--- src/rtl/ptw_pkg.sv ---
package ptw_pkg;
    localparam int unsigned PTW_AW        = 32;
    localparam int unsigned PTW_DW        = 32;
    localparam int unsigned L1_BASE_LSB   = 14;
    localparam int unsigned L1_IDX_LSB    = 20;
    localparam int unsigned L2_IDX_LSB    = 12;
    localparam int unsigned SEC_OFS_W     = 20;
    localparam int unsigned LARGE_OFS_W   = 16;
    localparam int unsigned SMALL_OFS_W   = 12;

    typedef enum logic [2:0] {
        ST_IDLE, ST_L1_REQ, ST_L1_WAIT, ST_L2_REQ, ST_L2_WAIT, ST_DONE
    } walk_state_e;

    typedef enum logic [1:0] {
        SZ_SECTION = 2'd0, SZ_LARGE = 2'd1, SZ_SMALL = 2'd2
    } map_size_e;

    typedef enum logic [1:0] {
        FLT_NONE = 2'd0, FLT_L1_XLAT = 2'd1, FLT_L2_XLAT = 2'd2, FLT_UNSUP = 2'd3
    } walk_fault_e;

    typedef struct packed {
        logic [PTW_AW-1:0] pa;
        logic [1:0]        size;
        logic [2:0]        ap;
        logic              xn;
        logic              glob;
        logic [1:0]        fault;
    } walk_result_t;
endpackage

--- src/rtl/ptw_l1_dec.sv ---
module ptw_l1_dec
    import ptw_pkg::*;
(
    input  logic [PTW_DW-1:0]      desc,
    input  logic [L1_IDX_LSB-1:0]  va_lo,
    output logic                   is_table,
    output walk_result_t           res,
    output logic [PTW_AW-1:0]      l2_addr
);
    logic unused_l1_bits;
    assign unused_l1_bits = ^{desc[9:5], desc[3:2]};

    assign l2_addr = {desc[31:10], va_lo[L1_IDX_LSB-1:L2_IDX_LSB], 2'b00};

    always_comb begin
        res      = '0;
        is_table = 1'b0;
        unique case (desc[1:0])
            2'b01: is_table = 1'b1;
            2'b10: begin
                if (desc[18]) begin
                    res.fault = FLT_UNSUP;
                end else begin
                    res.pa   = {desc[31:SEC_OFS_W], va_lo[SEC_OFS_W-1:0]};
                    res.size = SZ_SECTION;
                    res.ap   = {desc[15], desc[11:10]};
                    res.xn   = desc[4];
                    res.glob = ~desc[17];
                end
            end
            default: res.fault = FLT_L1_XLAT;
        endcase
    end
endmodule

--- src/rtl/ptw_l2_dec.sv ---
module ptw_l2_dec
    import ptw_pkg::*;
(
    input  logic [PTW_DW-1:0]      desc,
    input  logic [LARGE_OFS_W-1:0] va_lo,
    output walk_result_t           res
);
    logic unused_l2_bits;
    assign unused_l2_bits = ^{desc[10], desc[8:6], desc[3:2]};

    always_comb begin
        res = '0;
        if (desc[1:0] == 2'b00) begin
            res.fault = FLT_L2_XLAT;
        end else begin
            res.ap   = {desc[9], desc[5:4]};
            res.glob = ~desc[11];
            if (!desc[1]) begin
                res.pa   = {desc[31:LARGE_OFS_W], va_lo};
                res.size = SZ_LARGE;
                res.xn   = desc[15];
            end else begin
                res.pa   = {desc[31:SMALL_OFS_W], va_lo[SMALL_OFS_W-1:0]};
                res.size = SZ_SMALL;
                res.xn   = desc[0];
            end
        end
    end
endmodule

--- src/rtl/ptw_short2l.sv ---
module ptw_short2l
    import ptw_pkg::*;
(
    input  logic              clk,
    input  logic              rst_n,
    input  logic              start_valid,
    input  logic [31:0]       start_va,
    input  logic [31:0]       start_base,
    output logic              busy,
    output logic              mem_req_valid,
    output logic [31:0]       mem_req_addr,
    input  logic              mem_req_ready,
    input  logic              mem_rsp_valid,
    input  logic [31:0]       mem_rsp_data,
    output logic              done,
    output logic [31:0]       res_pa,
    output logic [1:0]        res_size,
    output logic [2:0]        res_ap,
    output logic              res_xn,
    output logic              res_global,
    output logic [1:0]        res_fault
);
    walk_state_e         state_q, state_d;
    logic [PTW_AW-1:0]   va_q;
    logic [PTW_AW-1:0]   addr_q;
    walk_result_t        result_q;

    logic                l1_is_table;
    walk_result_t        l1_res;
    walk_result_t        l2_res;
    logic [PTW_AW-1:0]   l2_addr;

    logic unused_base_bits;
    assign unused_base_bits = ^start_base[L1_BASE_LSB-1:0];

    ptw_l1_dec u_l1 (
        .desc     (mem_rsp_data),
        .va_lo    (va_q[L1_IDX_LSB-1:0]),
        .is_table (l1_is_table),
        .res      (l1_res),
        .l2_addr  (l2_addr)
    );

    ptw_l2_dec u_l2 (
        .desc  (mem_rsp_data),
        .va_lo (va_q[LARGE_OFS_W-1:0]),
        .res   (l2_res)
    );

    // next-state logic
    always_comb begin
        state_d = state_q;
        unique case (state_q)
            ST_IDLE:    if (start_valid)   state_d = ST_L1_REQ;
            ST_L1_REQ:  if (mem_req_ready) state_d = ST_L1_WAIT;
            ST_L1_WAIT: if (mem_rsp_valid) state_d = l1_is_table ? ST_L2_REQ : ST_DONE;
            ST_L2_REQ:  if (mem_req_ready) state_d = ST_L2_WAIT;
            ST_L2_WAIT: if (mem_rsp_valid) state_d = ST_DONE;
            ST_DONE:                       state_d = ST_IDLE;
            default:                       state_d = ST_IDLE;
        endcase
    end

    // state register
    always_ff @(posedge clk) begin
        if (!rst_n) state_q <= ST_IDLE;
        else        state_q <= state_d;
    end

    // walk data and result registers
    always_ff @(posedge clk) begin
        if (!rst_n) begin
            va_q     <= '0;
            addr_q   <= '0;
            result_q <= '0;
        end else begin
            unique case (state_q)
                ST_IDLE: if (start_valid) begin
                    va_q   <= start_va;
                    addr_q <= {start_base[PTW_AW-1:L1_BASE_LSB],
                               start_va[PTW_AW-1:L1_IDX_LSB], 2'b00};
                end
                ST_L1_WAIT: if (mem_rsp_valid) begin
                    if (l1_is_table) addr_q   <= l2_addr;
                    else             result_q <= l1_res;
                end
                ST_L2_WAIT: if (mem_rsp_valid) result_q <= l2_res;
                default: ;
            endcase
        end
    end

    assign busy          = (state_q != ST_IDLE);
    assign mem_req_valid = (state_q == ST_L1_REQ) || (state_q == ST_L2_REQ);
    assign mem_req_addr  = addr_q;
    assign done          = (state_q == ST_DONE);
    assign res_pa        = result_q.pa;
    assign res_size      = result_q.size;
    assign res_ap        = result_q.ap;
    assign res_xn        = result_q.xn;
    assign res_global    = result_q.glob;
    assign res_fault     = result_q.fault;
endmodule

--- config.mk ---
export PLATFORM = sky130hd
export DESIGN_NAME = ptw_short2l
export DESIGN_NICKNAME = d
export VERILOG_FILES = /design/src/rtl/ptw_pkg.sv /design/src/rtl/ptw_l1_dec.sv /design/src/rtl/ptw_l2_dec.sv /design/src/rtl/ptw_short2l.sv
export SDC_FILE = /design/constraint.sdc
export NUM_CORES = 1
export LEC_CHECK = 0
export BUFFER_PORTS_ARGS = -buffer_cell sky130_fd_sc_hd__buf_2
export CAP_MARGIN = 15
export CORE_MARGIN = 2
export CORE_UTILIZATION = 35
export DETAILED_ROUTE_END_ITERATION = 8
export MAX_ROUTING_LAYER = met4
export RECOVER_POWER = 50
export SYNTH_ARGS = -nofsm -noshare
export SYNTH_HDL_FRONTEND = slang
export SYNTH_HIERARCHICAL = 1
export SYNTH_SLANG_ARGS = --single-unit
--- constraint.sdc ---
create_clock -name clk -period 1.38 [get_ports clk]
set_input_delay 0.069 -clock clk [delete_from_list [all_inputs] [get_ports clk]]
set_output_delay 0.069 -clock clk [all_outputs]
set_load 0.05 [all_outputs]
* Word-level counts from Yosys, hierarchy flattened
Cells that the tools add are included.
** Storage, ports and cells
- Output and inout port bits :: 76
- Flip-flop bits (word level) :: 96
** Operators by class
- Equality and inequality tests :: 14
- Reductions and logical operators :: 10
- Muxes and demuxes :: 24
- Bitwise gates (word level) :: 2
** Operators by type and width (count)
- $mux W41 :: 3
- $mux W39 :: 3
- $mux W32 :: 3
- $pmux W41 S2 :: 1
- $pmux W32 S2 :: 1
- $mux W18 :: 1
- $mux W3 :: 6
- $pmux W3 S5 :: 1
- $ne A2 B2 Y1 const B :: 7
- $reduce_and A4 Y1 :: 2
- $eq A3 B2 Y1 const B :: 2
- $eq A3 B3 Y1 const B :: 2
- $reduce_and A5 Y1 :: 1
- $mux W2 :: 2
- $pmux W2 S2 :: 1
- $reduce_bool A2 Y1 :: 2
- $eq A3 B1 Y1 const B :: 1
- $logic_not A3 Y1 :: 1
- $reduce_bool A3 Y1 :: 1
- $eq A2 B1 Y1 const B :: 1
- $eq A2 B2 Y1 const B :: 1
- $logic_not A2 Y1 :: 1
- $mux W1 :: 2
- $not A1 Y1 :: 2
- 2 further kinds :: 2

* Longest topological paths before layout
Gate-level depths: netlist of the first run.
- Depth after elaboration :: 6
- Mapped depth :: 7

* Cells and area by module
Netlist of the first run, hierarchy kept.
** Modules (own cells, without submodules)
- ptw_short2l :: cells each 445, area an instance 4075.2 sq um, times used 1, sequential area each 1921.8 sq um
- ptw_l1_dec :: cells each 80, area an instance 580.6 sq um, times used 1, sequential area each 0.0 sq um
- ptw_l2_dec :: cells each 46, area an instance 356.6 sq um, times used 1, sequential area each 0.0 sq um

* Worst setup path before layout of the first run
Ideal clock, no wire load.
- Path type :: reg-to-reg
- Start point :: register state_q[0]
- End point :: register state_q[0]
- Arrival :: 1569 ps
- Path buffers :: 1
- Slack :: -254 ps
- Setup time :: 65 ps
- Required time :: 1315 ps
- Stages on the path, launching flop included :: 6
- Clock period less this slack :: 1634 ps
- Path through :: dfxtp_1 buf_2 nor2b_1 nor2b_1 a221oi_1 nor2b_1
** Between the ends
- Cells in the longest elaborated chain, start to end :: 3
- Elaborated cells on any way between the ends :: 12
- Those cells by class :: eq/ne (9); mux (1); reduce/logical (2)
** RTL lines
- from (decl) :: line ptw_short2l.sv:23 : walk_state_e state_q, state_d;
- from (signal assigned) :: line ptw_short2l.sv:67 : else state_q <= state_d;
- $eq A3 B2 Y1, or another cell as far along :: line ptw_short2l.sv:53 : unique case (state_q)
- $ne A2 B2 Y1 (no source line)
- $reduce_and A5 Y1 (no source line)
Several ways; a longest one is shown, not always the timed one.
A chain may end at the register's enable or synchronous reset.

* Final worst setup path of the first run
- Start point :: register state_q[1]
- End point :: output port busy
** Between the ends
- Cells in the longest elaborated chain, start to end :: 1
** RTL lines
- $reduce_bool A3 Y1 :: line ptw_short2l.sv:93 : assign busy = (state_q != ST_IDLE);
- to (decl) :: line ptw_short2l.sv:9 : output logic busy,
No other way between the ends.

==> summary.txt, run 1 <==
Route
  • DRC Markers: 0
  • Vias/cell: 5.08
  • Vias: 4707
  • Wirelength per Cell: 18.0 µm
  • Final wirelength: 16.7 mm
  • Drt initial violations: 213
  • First-pass iteration count of the detailed router: 7
  • Antenna Nets Post-Route: 0

Floorplanning
  • FP Rows: 43
  • Die Ht: 124 µm
  • Width of the die: 124 µm
  • Full die area: 15300 µm²
  • Starting Density: 36.0%
  • Core Area: 13900 µm²
  • Ports: 177

Timing
  • Relative max-transition margin: 55.8%
  • RSZ-0062 raised after global routing: true
  • Final min period: 1530 ps
  • Final hold violation count: 0
  • Final setup vio count: 75
  • Final Skew: 2.89 ps
  • Worst setup margin: -146 ps
  • Slew Viols, Final: 0
  • TNS Setup: -5560 ps
  • Max Fclk: 0.655 GHz
  • Worst-Margin Slew: 665 ps
  • Fin crit share: 111%

CTS
  • Max clock buf depth: 2
  • CTS tree: yes
  • Worst-Skew Late Latency: 350 ps
  • TritonCTS Buffers: 9
  • Worst-path clk slew: 60 ps
  • Clock sinks: 96
  • Root Driver: clkbuf_16
  • H-tree lvl count: 3

Synthesis
  • Top cells by area, synth: dfxtp_1 (38%), mux2i_1 (14%), a21oi_1 (7.1%)
  • Seq/Total Area, Yosys: 38.3%
  • Asr flop ratio synth: 0%
  • Post-synth EDFFs: 0
  • Yosys reg bits: 96
  • Synthesized area: 5010 µm²
  • Count leader, synth: dfxtp_1
  • Top-area cell type share of the netlist area: 38.3%
  • Synth area leader: dfxtp_1
  • Ys flop type: dfxtp_1
  • Distinct cells, synth: 42
  • Total number of yosys warnings: 6
  • Syn Area/Cell: 8.78 µm²
  • Synth top cells by count: dfxtp_1 (96), a21oi_1 (71), mux2i_1 (71), o21ai_1 (69), nand2_1 (45)
  • Mapped Cells: 571

Place
  • Dpl ws: -160 ps
  • Post-DP HPWL: 10.0 mm
  • PortBufs: 157
  • RePlAce Congestion: 0.825

Power and ir drop
  • Pwr dens: 1040 nW/µm²
  • Switching pwr: 0.00241 W
  • Sequential share of power: 41.1%
  • Leakage power: 2.85 nW
  • VDD IR max: 0.497 mV
  • Comb power frac: 26.6%
  • Switching share of total power: 32.0%
  • Total power: 0.00752 W
  • Int Power: 0.00512 W
  • Clock power share: 32.3%

Hold path
  • Worst min path class: in -> reg
  • Worst Hold Endpoint: mem_req_addr[21]
  • Worst Hold Launch: start_base[21]
  • Hold path depth: 3

Finish
  • Layout area overhead: 44.0%
  • Area of the multi-input gates: 2840 µm²
  • FILL cells: 1281
  • NumNets Final: 843
  • Register area: 1930 µm²
  • Share of post-route cells with drive strength above 1: 38.3%

Critical path
  • Critical Path Source Type: register
  • Worst Setup End Kind: output port
  • Max incr delay on CP: 360 ps
  • Reg-to-Reg Start: state_q[1]
  • RR Endpoint: res_pa[26]
  • Cells on worst reg2reg path: 6
  • Cell-by-cell trace of the critical path: buf_12, buf_6, or3_4, buf_8
  • Crit path required time: 1310 ps
  • Slowest CP cell: or3_4
  • Critical path type: reg -> out
  • Arr. time, crit path: 1460 ps
  • Max FO, Critical Path: 5
  • Reg-to-reg slack, setup: -130 ps

Global route
  • Largest net degree at the start of global routing: 99
  • Initial antenna violation count: 0
  • Grt ovf: 0
  • Vias in the first global route: 4365
  • First-pass GRT wire length: 22.3 mm
  • All-layer global routing usage: 19.6%

Outcome
  • Status: complete, but fails checks
  • Failing checks: setup timing

Flow run
  • Max_cap viols: 0
[state kept, by name (all words and copies together), names as in the netlist, 2 cells and up]
register / flops
state_q: 3
mem_req_addr: 32
res_ap: 3
res_size: 2
va_q: 20
res_fault: 2
res_pa: 32
[layout make-up]
cell class	count	area share [%]
tap	180	3.12
multi-input combinational	393	39.3
clock buffer	10	3.17
clock inverter	4	0.659
timing repair buffer	240	26.8
antenna	1	0.0347
inverter	2	0.139
sequential	96	26.8
[worst max-delay path, delay by kind of cell, from the launching register on]
kind	cells	cell delay (ps)
buf+inv	3	390
flops	1	350
simple gates	1	360
[cells in the final DEF, fill, tap and decap left out, types with 9 or more instances in the layout]
cell and count:
buf_12 18, a21boi_1 20, nor2b_1 17, dfxtp_1 93
and2_1 30, clkbuf_1 34, buf_4 22, dlygate4sd3_1 23
buf_2 116, clkbuf_16 20, nor2b_2 18, a21oi_2 21
mux2i_2 9, nand2_1 45, mux2i_1 54, o21ai_1 65
a21oi_1 49
[power groups by stage]
stage	registers, W	logic (W)	clock network (W)
after CTS	0.00309	0.00179	0.00250
after global placement	0.00314	0.00163	0
after global routing	0.00312	0.00212	0.00260
after floorplan	0.00362	0.000734	0
after detailed placement	0.00315	0.00166	0
final	0.00310	0.00200	0.00243
[metal layers]
layer	GRT usage (%)	wire (µm)	up-vias
li1	-	-	2268
met1	23.5	7090	2267
met2	32.8	8270	152
met3	4.03	1050	20
met4	6.89	265	0
met5	-	0	-
[kinds of logic (layout without fill, tap and decap cells)]
group	after synthesis	in the layout	share of synthesized area, %
and+or+nand+nor	140	140	16.7
buffers and inverters	85	256	11.2
DFF	96	96	38.3
muxes	71	71	14.2
AOI/OAI and AO/OA	177	177	19.5
other	2	6	0.150
[how the worst max path moves through the flow]
stage                     slack (ps)                to  cells past startpoint        from
after global placement          -110        res_pa[10]                      5  state_q[2]
after detailed placement        -160         res_ap[2]                      5  state_q[1]
after global routing            -210        res_pa[22]                      6  state_q[1]
after CTS                        -80              busy                      3  state_q[1]
after floorplan                  -10  mem_req_addr[10]                      7  state_q[0]
final                           -150              busy                      4  state_q[1]
[what timing repair did]
item                                    in CTS  in global routing
cloned                                       2                 17
endpoints found under the setup margin      97                 95
pin swaps                                   10                 20
hold buffers                                23                  0
setup buffers                                6                 10
hold endpoints to repair                    23                  0
gates resized for setup                     22                 75
[stage by stage]
stage	utilization, %	std cells	hold WS, ps	cell area (µm²)
after floorplan	-	574	204	5030
after global placement	41.8	854	309	5830
after detailed placement	41.8	854	317	5830
after CTS	46.6	899	0.0823	6500
after global routing	51.8	925	14.1	7220
final	51.8	926	13.2	7220
Power figures use the tool's default switching activity.
==> inputs of run 2 (changes only) <==
- CELL_PAD_IN_SITES_DETAIL_PLACEMENT: not set -> 0
- CELL_PAD_IN_SITES_GLOBAL_PLACEMENT: not set -> 1
- CORE_UTILIZATION: 35 -> 33
- PLACE_DENSITY_LB_ADDON: not set -> 0.1
==> summary.txt, run 2 (synthesis results as in run 1) <==
Outcome
  • Status: complete, but fails checks
  • Failing checks: setup timing

Critical path
  • Critical Path Source Type: register
  • Reg-to-reg slack, setup: -40 ps
  • Crit path required time: 1620 ps
  • Reg-to-Reg Start: state_q[2]
  • Cells on worst reg2reg path: 6
  • RR Endpoint: res_pa[13]
  • Arr. time, crit path: 1650 ps
  • Max FO, Critical Path: 7
  • Critical path type: reg -> reg
  • Worst Setup End Kind: register

Timing
  • Relative max-transition margin: 58.5%
  • Slew Viols, Final: 0
  • RSZ-0062 raised after global routing: true
  • Worst-Margin Slew: 625 ps
  • Max Fclk: 0.706 GHz
  • Final min period: 1420 ps
  • Hold Slack: 11.1 ps
  • Final hold violation count: 0
  • Worst setup margin: -35.9 ps
  • Fin crit share: 103%
  • Final Skew: 3.78 ps
  • Final setup vio count: 24

Route
  • Final wirelength: 16.4 mm
  • Wirelength per Cell: 17.7 µm
  • DRC Markers: 0
  • First-pass iteration count of the detailed router: 4
  • Vias/cell: 4.83
  • Uppermost layer routed: met4
  • Drt initial violations: 147
  • Met1 wire length: 7.42 mm
  • Antenna Nets Post-Route: 0
  • Vias: 4473
  • Detail Route met3 WL: 814 µm
  • Met2 Wirelength: 7.70 mm

Hold path
  • Worst min path class: in -> reg
  • Worst Hold Launch: start_va[24]
  • Worst Hold Endpoint: mem_req_addr[6]
  • Hold path depth: 3

Global route
  • Initial antenna violation count: 1
  • Largest net degree at the start of global routing: 46
  • Grt ovf: 0
  • Vias in the first global route: 4214
  • All-layer global routing usage: 18.9%
  • First-pass GRT wire length: 23.0 mm

Finish
  • NumNets Final: 833
  • Most frequent cells in the layout: buf_2 (108), dfxtp_1 (93), a21oi_1 (70), mux2i_1 (65), o21ai_1 (63)
  • FILL cells: 1523
  • Most common cell after layout, fill and taps aside: buf_2
  • Share of post-route cells with drive strength above 1: 33.0%
  • Design area: 6860 µm²
  • Final core utilization: 45.6%
  • Layout area overhead: 36.9%

Floorplanning
  • Ports: 177
  • Starting Density: 33.3%
  • FP Rows: 45
  • Width of the die: 127 µm
  • Core Area: 15000 µm²
  • Full die area: 16200 µm²
  • Die Ht: 127 µm

Place
  • RePlAce Congestion: 0.868
  • PortBufs: 157
  • Post-DP HPWL: 10.3 mm
  • Placed instance area: 5830 µm²

CTS
  • Root Driver: clkbuf_16
  • TritonCTS Buffers: 9
  • Worst-path clk slew: 70 ps
  • CTS tree: yes
  • Worst-Skew Late Latency: 350 ps
  • Clock sinks: 96
  • H-tree lvl count: 3
  • Max clock buf depth: 2

Power and ir drop
  • Pwr dens: 1080 nW/µm²
  • Total power: 0.00738 W
  • Leakage power: 2.76 nW
  • VDD IR max: 0.509 mV

Flow run
  • Max_cap viols: 0
-- run 2: stage by stage --
step | cells | TNS, ps | worst slack [ps]
after floorplan | 574 | -608 | -12.7
after global placement | 863 | -2960 | -103
after detailed placement | 863 | -6700 | -139
after CTS | 907 | -103 | -16.6
after global routing | 926 | -4030 | -109
final | 926 | -270 | -35.9
-- run 2: worst max-delay path, cell delays in order (launching register included) --
cell       delay [ps]
dfxtp_4           370
inv_2              50
nor3_4            230
buf_6             190
clkbuf_16         180
mux2i_2           210
a21oi_1            80
-- run 2: worst max-delay path by stage --
stage	start	end	slack (ps)	cells after the start
floorplan	state_q[0]	mem_req_addr[10]	-10	7
global placement	state_q[2]	res_pa[26]	-100	5
detailed placement	state_q[2]	res_pa[26]	-140	5
CTS	state_q[2]	res_pa[11]	-20	6
global route	state_q[2]	res_pa[9]	-110	6
finish	state_q[2]	res_pa[13]	-40	6
-- run 2: power by group --
part           internal (W)  switching, W  leakage (nW)  total, W
Sequential          0.00296      0.000133         0.787   0.00310
Clock               0.00127       0.00111         0.136   0.00238
Combinational      0.000727       0.00118          1.83   0.00190
-- run 2: area by class of cell --
type / instances / area [µm²] / share of cell area (%)
well taps: 188 / 235 / 3.43
repair buffers: 230 / 1750 / 25.6
diodes: 1 / 2.50 / 0.0365
flip-flops and latches: 96 / 1930 / 28.2
multi-input cells: 393 / 2650 / 38.7
clock buffers: 11 / 243 / 3.54
clock inverters: 5 / 31.3 / 0.456
inverters: 2 / 7.51 / 0.109
-- run 2: timing repair --
item	4_1_cts	5_1_grt
gates resized for setup	22	26
hold endpoints to repair	22	0
cloned	2	13
pin swaps	5	11
setup endpoints to repair	97	76
hold buffers	22	0
buffers inserted	4	5
-- run 2: routing by layer --
| metal | up-vias | GRT usage [%] |
|---|---|---|
| li1 | 2256 | - |
| met1 | 2062 | 23.9 |
| met2 | 132 | 29.8 |
| met3 | 23 | 3.14 |
| met4 | 0 | 8.21 |
| met5 | - | - |
==> inputs of run 3 (changes only) <==
- SETUP_SLACK_MARGIN: not set -> 0.05
==> summary.txt, run 3 (synthesis results as in run 1) <==
CTS
  • Root Driver: clkbuf_16
  • Max clock buf depth: 2
  • Clock sinks: 96
  • H-tree lvl count: 3
  • Worst-path clk slew: 70 ps
  • CTS tree: yes
  • TritonCTS Buffers: 9
  • Worst-Skew Late Latency: 350 ps

Finish
  • NumNets Final: 826
  • FILL cells: 1491
  • Share of post-route cells with drive strength above 1: 29.9%
  • Layout area overhead: 35.1%
  • Fin cells: 917
  • Most frequent cells in the layout: buf_2 (103), dfxtp_1 (93), mux2i_1 (70), a21oi_1 (70), o21ai_1 (67)
  • Most common cell after layout, fill and taps aside: buf_2
  • Ant. Diodes: 0
  • Final core utilization: 45.0%

Floorplanning
  • Core Area: 15000 µm²
  • Starting Density: 33.3%
  • Die Ht: 127 µm
  • Full die area: 16200 µm²
  • FP Rows: 45
  • Width of the die: 127 µm
  • Ports: 177

Hold path
  • Worst Hold Endpoint: mem_req_addr[4]
  • Worst min path class: in -> reg
  • Hold path depth: 3
  • Worst Hold Launch: start_va[22]

Timing
  • Max Fclk: 0.706 GHz
  • RSZ-0062 raised after global routing: true
  • Final setup vio count: 24
  • Final Skew: 5.96 ps
  • TNS Setup: -531 ps
  • Relative max-transition margin: 57.8%
  • Slew Viols, Final: 0
  • Fin crit share: 103%
  • Worst-Margin Slew: 636 ps
  • Final min period: 1420 ps
  • Worst setup margin: -36.3 ps
  • Final hold violation count: 0
  • Hold Slack: 11.7 ps

Route
  • Drt initial violations: 172
  • First-pass iteration count of the detailed router: 4
  • Vias/cell: 4.89
  • Final wirelength: 15.6 mm
  • Vias: 4481
  • Wirelength per Cell: 17.0 µm
  • DRC Markers: 0
  • Antenna Nets Post-Route: 0

Critical path
  • Reg-to-reg slack, setup: -30 ps
  • Critical Path Source Type: register
  • Cell-by-cell trace of the critical path: buf_4, or3_1, buf_6
  • Bufs and invs on worst path: 2
  • RR Endpoint: res_pa[12]
  • Arr. time, crit path: 1350 ps
  • Max FO, Critical Path: 7
  • Max incr delay on CP: 370 ps
  • Worst Setup End Kind: output port
  • Critical path type: reg -> out
  • Worst path top cell family by delay: flip-flops
  • Beginning of the critical path: state_q[0]
  • Slowest CP cell: dfxtp_4
  • Crit path required time: 1310 ps
  • Cells on worst reg2reg path: 5
  • Reg-to-Reg Start: state_q[1]

Global route
  • All-layer global routing usage: 19.3%
  • Grt ovf: 0
  • First-pass GRT wire length: 23.4 mm
  • Vias in the first global route: 4329
  • Largest net degree at the start of global routing: 38
  • Initial antenna violation count: 0

Outcome
  • Failing checks: setup timing
  • Status: complete, but fails checks

Power and ir drop
  • VDD IR max: 0.578 mV
  • Total power: 0.00787 W
  • Pwr dens: 1160 nW/µm²
  • Leakage power: 2.70 nW

Place
  • RePlAce Congestion: 0.812
  • Post-DP HPWL: 10.1 mm
  • Inst Count DP: 862
  • PortBufs: 157

Flow run
  • Max_cap viols: 0
[run 3: changes by cell type in the layout (fill, tap and decap cells not counted), moves of 4 or more]
cell and delta:
clkbuf_1 +9, clkbuf_16 -6, buf_2 -5, mux2i_1 +5, mux2i_2 -4, o21ai_1 +4
[run 3: tightest hold or removal path, stage by stage]
cell	delay, ps
buf_2	70
mux2i_1	50
a21oi_1	130
[run 3: how the worst max path moves through the flow]
stage,endpoint,depth (start not counted),slack (ps)
5_1_grt,mem_req_addr[8],6,-100
3_5_place_dp,mem_req_addr[24],5,-60
4_1_cts,mem_req_addr[24],6,-40
3_3_place_gp,mem_req_addr[27],5,-30
6_report,busy,3,-40
2_1_floorplan,mem_req_addr[17],6,50
[run 3: final cells by class]
type | instances | area, µm² | share of cell area [%]
Multi-Input combinational cell | 393 | 2600 | 38.4
Sequential cell | 96 | 1930 | 28.5
Timing Repair Buffer | 223 | 1660 | 24.6
Clock buffer | 12 | 246 | 3.64
Tap cell | 188 | 235 | 3.47
Clock inverter | 3 | 90.1 | 1.33
Inverter | 2 | 7.51 | 0.111
[run 3: metrics by stage]
stage                     instance area (µm²)  setup WS, ps
after floorplan                          5050          46.1
after global placement                   5850         -34.9
after detailed placement                 5850         -63.9
after CTS                                6700         -44.2
after global routing                     6770         -95.3
final                                    6770         -36.3
[run 3: power breakdown]
part           internal [W]  switching [W]  total [W]
clock               0.00181        0.00110    0.00291
combinational      0.000700        0.00117    0.00187
sequential          0.00297       0.000125    0.00309
[run 3: routing by layer]
layer / wire length [µm] / vias to the layer above / track usage, %
li1: - / 2230 / -
met1: 7100 / 2102 / 23.3
met2: 7430 / 123 / 32.0
met3: 645 / 26 / 3.14
met4: 428 / 0 / 8.34
met5: 0 / - / -
[run 3: what timing repair did]
| item | CTS | global route |
|---|---|---|
| hold buffers | 21 | 0 |
| cloned | 5 | 4 |
| setup endpoints to repair | 97 | 87 |
| resized for setup | 20 | 19 |
| endpoints found under the hold margin | 21 | 0 |
| pin swaps | 2 | 0 |
| setup buffers | 9 | 2 |
